## config.mk

```make
export PLATFORM = sky130hd
export DESIGN_NAME = int_exec_unit
export DESIGN_NICKNAME = d
export VERILOG_FILES = /design/src/rtl/int_exec_pkg.sv /design/src/rtl/exec_shifter.sv /design/src/rtl/exec_compare.sv /design/src/rtl/exec_addr_adder.sv /design/src/rtl/int_exec_unit.sv
export SDC_FILE = /design/constraint.sdc
export NUM_CORES = 1
export LEC_CHECK = 0
export ABC_AREA = 1
export BUFFER_PORTS_ARGS = -buffer_cell sky130_fd_sc_hd__buf_2
export CELL_PAD_IN_SITES_DETAIL_PLACEMENT = 0
export CELL_PAD_IN_SITES_GLOBAL_PLACEMENT = 1
export CORE_ASPECT_RATIO = 0.75
export CORE_MARGIN = 1.5
export CORE_UTILIZATION = 35
export DETAILED_ROUTE_END_ITERATION = 10
export PLACE_DENSITY = 0.82
export SYNTH_ARGS = -nofsm -noshare
export SYNTH_HDL_FRONTEND = slang
export SYNTH_SLANG_ARGS = --single-unit
```

## constraint.sdc

```tcl
create_clock -name vclk -period 11.5
set_clock_uncertainty 0.1 [all_clocks]
set_input_delay 1.15 -clock vclk [all_inputs]
set_output_delay 1.15 -clock vclk [all_outputs]
set_load 0.01 [all_outputs]
```

## src/rtl/int_exec_pkg.sv

```systemverilog
package int_exec_pkg;

    localparam int OP_W = 4;

    typedef enum logic [2:0] {
        FN_ADD  = 3'd0,
        FN_SHL  = 3'd1,
        FN_SLT  = 3'd2,
        FN_SLTU = 3'd3,
        FN_XOR  = 3'd4,
        FN_SHR  = 3'd5,
        FN_OR   = 3'd6,
        FN_AND  = 3'd7
    } funct_e;

endpackage

```

## src/rtl/exec_shifter.sv

```systemverilog
module exec_shifter #(
    parameter int W  = 32,
    parameter int SW = $clog2(W)
) (
    input  logic [W-1:0]  din,
    input  logic [SW-1:0] amt,
    input  logic          to_left,
    input  logic          arith,
    output logic [W-1:0]  dout
);
    logic [W-1:0] flip_in;
    logic [W-1:0] shr_d;
    logic         fill;

    // A left shift is a right shift of the bit-reversed word.
    for (genvar i = 0; i < W; i++) begin : g_flip_in
        assign flip_in[i] = to_left ? din[W-1-i] : din[i];
    end

    assign fill = arith & ~to_left & din[W-1];

    always_comb begin
        shr_d = flip_in;
        for (int s = 0; s < SW; s++) begin
            if (amt[s]) begin
                shr_d = (shr_d >> (1 << s)) |
                        ({W{fill}} & ~({W{1'b1}} >> (1 << s)));
            end
        end
    end

    for (genvar i = 0; i < W; i++) begin : g_flip_out
        assign dout[i] = to_left ? shr_d[W-1-i] : shr_d[i];
    end
endmodule

```

## src/rtl/exec_compare.sv

```systemverilog
module exec_compare #(
    parameter int W = 32
) (
    input  logic [W-1:0] lhs,
    input  logic [W-1:0] rhs,
    output logic         is_eq,
    output logic         lt_signed,
    output logic         lt_unsigned
);
    logic [W:0] diff_d;
    logic       sign_differs;

    // One wide subtract serves both less-than forms.
    always_comb begin
        diff_d       = {1'b0, lhs} - {1'b0, rhs};
        sign_differs = lhs[W-1] ^ rhs[W-1];
        is_eq        = (lhs == rhs);
        lt_unsigned  = diff_d[W];
        lt_signed    = sign_differs ? lhs[W-1] : diff_d[W-1];
    end
endmodule

```

## src/rtl/exec_addr_adder.sv

```systemverilog
module exec_addr_adder #(
    parameter int AW = 20
) (
    input  logic [AW-1:0] base,
    input  logic [AW-1:0] ofs,
    output logic [AW-1:0] sum
);
    assign sum = base + ofs;

    always_comb begin
        AST_ADDR_WRAP: assert ((sum - ofs) == base);
    end
endmodule

```

## src/rtl/int_exec_unit.sv

```systemverilog
module int_exec_unit #(
    parameter int DATA_W = 32,
    parameter int ADDR_W = 20
) (
    input  logic [int_exec_pkg::OP_W-1:0] op_code,
    input  logic [DATA_W-1:0]             opnd_a,
    input  logic [DATA_W-1:0]             opnd_b,
    input  logic [ADDR_W-1:0]             addr_a,
    input  logic [ADDR_W-1:0]             addr_b,
    output logic [DATA_W-1:0]             result,
    output logic                          flag,
    output logic [ADDR_W-1:0]             addr_sum
);
    import int_exec_pkg::*;

    localparam int SHAMT_W = $clog2(DATA_W);

    typedef struct packed {
        logic [DATA_W-1:0] value;
        logic              flag;
    } exec_out_t;

    funct_e            funct;
    logic              alt;
    logic [DATA_W-1:0] addsub;
    logic [DATA_W-1:0] shift_out;
    logic              eq, lt_s, lt_u;
    exec_out_t         out_d;

    assign funct  = funct_e'(op_code[2:0]);
    assign alt    = op_code[OP_W-1];
    assign addsub = alt ? (opnd_a - opnd_b) : (opnd_a + opnd_b);

    exec_shifter #(.W(DATA_W), .SW(SHAMT_W)) i_shift (
        .din     (opnd_a),
        .amt     (opnd_b[SHAMT_W-1:0]),
        .to_left (funct == FN_SHL),
        .arith   (alt),
        .dout    (shift_out)
    );

    exec_compare #(.W(DATA_W)) i_cmp (
        .lhs         (opnd_a),
        .rhs         (opnd_b),
        .is_eq       (eq),
        .lt_signed   (lt_s),
        .lt_unsigned (lt_u)
    );

    exec_addr_adder #(.AW(ADDR_W)) i_addr (
        .base (addr_a),
        .ofs  (addr_b),
        .sum  (addr_sum)
    );

    always_comb begin
        out_d = '0;
        unique case (funct)
            FN_ADD:  begin
                out_d.value = addsub;
                out_d.flag  = alt & eq;
            end
            FN_SHL, FN_SHR: out_d.value = shift_out;
            FN_SLT:  begin
                out_d.value = {{(DATA_W-1){1'b0}}, lt_s};
                out_d.flag  = lt_s;
            end
            FN_SLTU: begin
                out_d.value = {{(DATA_W-1){1'b0}}, lt_u};
                out_d.flag  = lt_u;
            end
            FN_XOR:  out_d.value = opnd_a ^ opnd_b;
            FN_OR:   out_d.value = opnd_a | opnd_b;
            FN_AND:  out_d.value = opnd_a & opnd_b;
            default: out_d = '0;
        endcase
    end

    assign result = out_d.value;
    assign flag   = out_d.flag;

    always_comb begin
        if (op_code == {1'b1, FN_ADD}) begin
            AST_SUB_EQUAL: assert (flag == (result == '0));
        end
        if (funct == FN_SLT || funct == FN_SLTU) begin
            AST_SET_BINARY: assert (result[DATA_W-1:1] == '0 && result[0] == flag);
        end
        if (op_code == {1'b1, FN_SHR}) begin
            AST_SRA_SIGN: assert (result[DATA_W-1] == opnd_a[DATA_W-1]);
        end
        if (funct != FN_SLT && funct != FN_SLTU && op_code != {1'b1, FN_ADD}) begin
            AST_FLAG_QUIET: assert (!flag);
        end
    end
endmodule

```

## After elaboration in Yosys (flattened, before gate mapping)

Cells that the tools add are included.

| operators by class | value |
|---|---|
| $add $sub $neg | 4 |
| bitwise operators | 13 |
| equality and inequality tests | 8 |
| multiplexer cells | 73 |
| reductions and logical operators | 2 |

Operators with widths:

| cell | count |
|---|---|
| $pmux 32 s7 | 1 |
| $mux 32 | 6 |
| $mux 1 | 65 |
| $sub 32x32->33 | 1 |
| $add 32x32->32 | 1 |
| $and 32x32->32 | 1 |
| $eq 32x32->1 | 1 |
| $or 16x32->32 | 1 |
| $or 24x32->32 | 1 |
| $or 28x32->32 | 1 |
| $or 30x32->32 | 1 |
| $or 31x32->32 | 1 |
| $or 32x32->32 | 1 |
| $sub 32x32->32 | 1 |
| $xor 32x32->32 | 1 |
| $add 20x20->20 | 1 |
| $eq 3x3->1 const B | 4 |
| $eq 3x2->1 const B | 2 |
| $and 1x1->1 | 3 |
| $eq 3x1->1 const B | 1 |
| $logic_not 3->1 | 1 |
| $pmux 1 s3 | 1 |
| $reduce_or 2->1 | 1 |
| $not 1->1 | 1 |
| $xor 1x1->1 | 1 |

| storage, ports and cells | value |
|---|---|
| bits of input ports | 108 |
| register bits after elaboration | 0 |
| logic and storage cells | 100 |

## Depth between registers and ports, before layout

| logic depth | value |
|---|---|
| depth in word-level cells | 16 |
| mapped depth | 25 |
| mapped depth without buffers | 23 |

## Hierarchy

A second synthesis with hierarchy kept.

| second synthesis, totals | value |
|---|---|
| cells, all modules | 2014 |
| area, all modules | 10496.3 um2 |

By module, submodules not included:

| module | area each (um2) | cells each | times used |
|---|---|---|---|
| int_exec_unit | 5350.1 | 1022 | 1 |
| exec_shifter | 2727.6 | 559 | 1 |
| exec_compare | 1213.7 | 208 | 1 |
| exec_addr_adder | 1204.9 | 225 | 1 |

## Worst setup path before layout

Ideal clock, no wire load.

| timing path | value |
|---|---|
| path type | input to output |
| start | input opnd_b[1] |
| end | output result[30] |
| buffers on the path | 2 |
| path slack | 5.986 ns |
| arrival time | 4.264 ns |
| stages | 23 |
| cell sequence | buf_2 -> inv_1 -> buf_1 -> ha_1 -> nand3_1 -> nor3_2 -> nand2_1 -> nor2_1 -> nand4_1 -> o21ai_2 -> nand2_1 -> xor2_1 -> ha_1 -> nand2_1 -> nor2_1 -> inv_1 -> nor4_1 -> nand3_1 -> nand2_1 -> nand2_1 -> nand2_1 -> nand2_1 -> nand4_1 |

| between the ends | value |
|---|---|
| word-level cells in the longest chain between the ends | 9 |

Ends and longest elaborated chain:

| element | RTL line | source |
|---|---|---|
| start, declared | int_exec_unit.sv:7 | `input logic [DATA_W-1:0] opnd_b,` |
| parallel branches: the longest is 8 deep, another holds $add 32x32->32 | n/a |  |
| $pmux 32 s7 * | int_exec_unit.sv:58 | `unique case (funct)` |
| end, declared | int_exec_unit.sv:10 | `output logic [DATA_W-1:0] result,` |

Mark *: on every way between the ends.

## Worst setup path in the final report

| timing path | value |
|---|---|
| start | input opnd_b[0] |
| end | output result[27] |

| between the ends | value |
|---|---|
| word-level cells in the longest chain between the ends | 10 |

Ends and longest elaborated chain:

| element | RTL line |
|---|---|
| parallel branches: the longest is 9 deep, another holds $add 32x32->32 | n/a |
| $pmux 32 s7 * | int_exec_unit.sv:58 |

Marks and branches as above.

==> results.txt <==
* Post-layout net count: 2012
- The post-route netlist has 11.1% of its cells at a drive strength greater than 1.
- F_max: 0.135 GHz
* Number of hold violations in the final report: 0
* Highest cell delay on the worst timing path: 440 ps
* Max IR drop VDD: 0.0000276 V
- Top post-synthesis cells by count: sky130_fd_sc_hd__nand2_1, sky130_fd_sc_hd__nand3_1, sky130_fd_sc_hd__inv_1, sky130_fd_sc_hd__ha_1, sky130_fd_sc_hd__nor2_1
- Sequential elements use 0% of the synthesized area.
- At the end of routability-driven placement, the weighted congestion stood at 1.09.
- Die H: 142 um
- Dividing the detail-routed wire length by the instance count gives 22.1 um.
- Once the floorplan was initialized, standard cells occupied 35.8% of the core.
* Final HPWL DP: 38.5 mm
* Total power of the final layout: 604 uW
* Count of nets left with antenna violations after detail routing: 0
* DIE AREA: 26700 um^2
* Crit path capture type: output pin
- The number of gates resized after CTS was 0.
- Total of warnings raised by yosys: 0
* Total routing usage reported by global routing: 33.4%
- The initial antenna violation count is 2.
- The first global-routing pass estimated 67.6 mm of wire.
* Class of the worst hold path: in -> out
* Gate count after technology mapping: 1644
- Sort of element at the start of the critical path: primary input
* Measured slew at the worst slew-check pin: 1240 ps
* Maximum fanout along the worst path: 38
- The design has 0 sequential cells.
* Number of vias per cell: 5.81
* Overflow after GRT: 0
- Count of endpoints failing setup in the final report: 0
- The highest layer touched by signal routing is met4.
- In the post-synthesis netlist, the cell with the most instances is sky130_fd_sc_hd__nand2_1.
- In this run the tightest slew margin relative to its limit is 17.2%.
- STA puts the critical path data required time at 10250 ps.
- After detailed routing, the wire length on met1 is 20.9 mm.
* Number of detailed-route iterations in the first pass: 8
- In the final layout, flip-flops and latches occupy 0 um^2.
* Placement row count: 50
- Synthesis instantiated 45 different standard cells from the library.
* Amount of wire on met3 after detailed routing: 7.19 mm
- Crit path kind: in -> out
* Post-synthesis instance area: 9010 um^2
* Post-Route WL: 46.2 mm
* RSZ-0062 raised after global routing: false
* Yosys top cell area share: 20.3%
- The number of pins exceeding their max-slew limit in the final report was 0.
- Max-capacitance violation count: 0
- Top cells by area in the synthesized netlist: sky130_fd_sc_hd__ha_1, sky130_fd_sc_hd__nand2_1, sky130_fd_sc_hd__nand3_1
* Chip Width: 188 um
* Time the worst path needs with I/O delays and setup: 7400 ps
- Cell Chain, Critical Path: buf_2 -> inv_2 -> buf_4 -> ha_1 -> nand3_1 -> nor3_2 -> nand2_1 -> nor2_1 -> nand4_1 -> o21ai_2 -> nand2_1 -> xor2_1 -> ha_1 -> a21oi_1 -> nor2_1 -> nor2_1 -> o21ai_0 -> a21oi_1 -> nand2_1 -> xor2_1 -> nand2_1 -> nand4_1 -> buf_2
- After routing, the total negative slack on setup checks comes to 0 ps.
- The number of hold buffers added after CTS was 0.
- Post-CTS repair timing setup buffer count: 0
- Power spread over the standard cell area amounts to 60.2 nW/um^2.
- For this run, design rule violations remaining after detail routing come to 0.
- The layout has 0 clock buffers.
- Counting every net in the synthesized netlist gives 1901.
- Initial detailed-routing violation count: 1461
- The most numerous cell type found on the critical path is sky130_fd_sc_hd__nand2_1.
* Leakage: 0.00545 uW
- Crit share post-route: 64.3%
* Arrival @ worst endpoint: 6150 ps
* Port buffer count: 161
* IO Pins: 161
- Vias in the first global route: 10800
- Slowest cell on crit path: sky130_fd_sc_hd__xor2_1
- Entering global routing, the biggest net connects 64 pins.
* Detailed-route via count: 12100
- Averaged over all synthesized cells, the footprint is 5.48 um^2.
- Core Region: 25100 um^2
* Routed wire length on met2: 17.2 mm
- Cell type with the largest total area after synthesis: sky130_fd_sc_hd__ha_1
* Status: completed
- Relative to the synthesized area, the layout overhead comes to 11.4%.
-- cells in the final DEF (no fill, tap or decap), types with 2 or more instances in the layout --
master,count
sky130_fd_sc_hd__nand2_1,415
sky130_fd_sc_hd__nand3_1,299
sky130_fd_sc_hd__inv_1,200
sky130_fd_sc_hd__buf_2,161
sky130_fd_sc_hd__ha_1,146
sky130_fd_sc_hd__nor2_1,123
sky130_fd_sc_hd__a21oi_1,84
sky130_fd_sc_hd__o21ai_0,65
sky130_fd_sc_hd__xor2_1,59
sky130_fd_sc_hd__nand4_1,51
sky130_fd_sc_hd__a221oi_1,30
sky130_fd_sc_hd__nor3_1,16
sky130_fd_sc_hd__buf_4,12
sky130_fd_sc_hd__o21bai_1,10
sky130_fd_sc_hd__nor4_1,9
sky130_fd_sc_hd__xnor2_1,9
sky130_fd_sc_hd__a31oi_1,8
sky130_fd_sc_hd__nor2_2,6
sky130_fd_sc_hd__o211ai_1,5
sky130_fd_sc_hd__inv_2,4
sky130_fd_sc_hd__o21a_1,4
sky130_fd_sc_hd__a21boi_0,4
sky130_fd_sc_hd__o21ai_2,3
sky130_fd_sc_hd__or2_2,3
sky130_fd_sc_hd__a21o_1,3
sky130_fd_sc_hd__fa_1,3
sky130_fd_sc_hd__nor2_4,2
sky130_fd_sc_hd__nand3b_1,2
sky130_fd_sc_hd__o31ai_1,2
sky130_fd_sc_hd__o21ai_1,2
sky130_fd_sc_hd__a211oi_1,2
sky130_fd_sc_hd__and3_1,2
-- metrics by stage --
stage	instance area (um^2)	hold WS (ps)	instances	util, %	setup slack, ps
floorplan	9010	2340	1644	-	5990
global placement	10000	2490	2091	39.9	4400
detailed placement	10000	2500	2091	39.9	4430
CTS	10000	2500	2091	39.9	4420
global route	10000	2510	2091	39.9	4030
finish	10000	2500	2092	39.9	4100
-- final timing paths --
kind                  start           to  slack [ps]  cells after the start
setup / recovery  opnd_b[0]   result[27]        4100                     23
hold / removal    addr_b[0]  addr_sum[0]        2500                      3
-- area by class of cell --
class              count  area (um^2)
inverters            204          766
multi-input cells   1376         7950
well taps            338          423
diodes                 1         2.50
fillers             2920        15100
repair buffers       173          896
-- metal layers --
layer  GRT usage (%)  vias up
li1                -     5751
met2            45.0      721
met4            4.97        0
met3            14.5       70
met5               0        -
met1            48.6     5607
-- power by group --
part | switching, uW | internal, uW | total [uW] | leakage [uW]
clock network | 0 | 0.0000207 | 0.0000207 | 0.00000000768
registers | 0 | 0 | 0 | 0
logic | 416 | 188 | 604 | 0.00545
total | 416 | 188 | 604 | 0.00545
-- critical path: cells and delay by family --
family,cells,cell delay [ps]
AOI/OAI and AO/OA,4,770
xor gates and xnor gates,2,590
adders and majority gates,2,650
buffers and inverters,4,1010
and+or+nand+nor,11,1940
-- logic make-up (layout without fill, tap and decap cells) --
family                     after synthesis  in the layout  synth area share (%)
and+or+nand+nor                        934            934                  45.7
AOI/OAI and AO/OA                      225            225                  14.9
xor gates and xnor gates                68             68                  6.61
adders and majority gates              149            149                  20.9
other                                    0              1                     0
buffers and inverters                  268            377                  11.8
(Power assumes the default switching activity.)
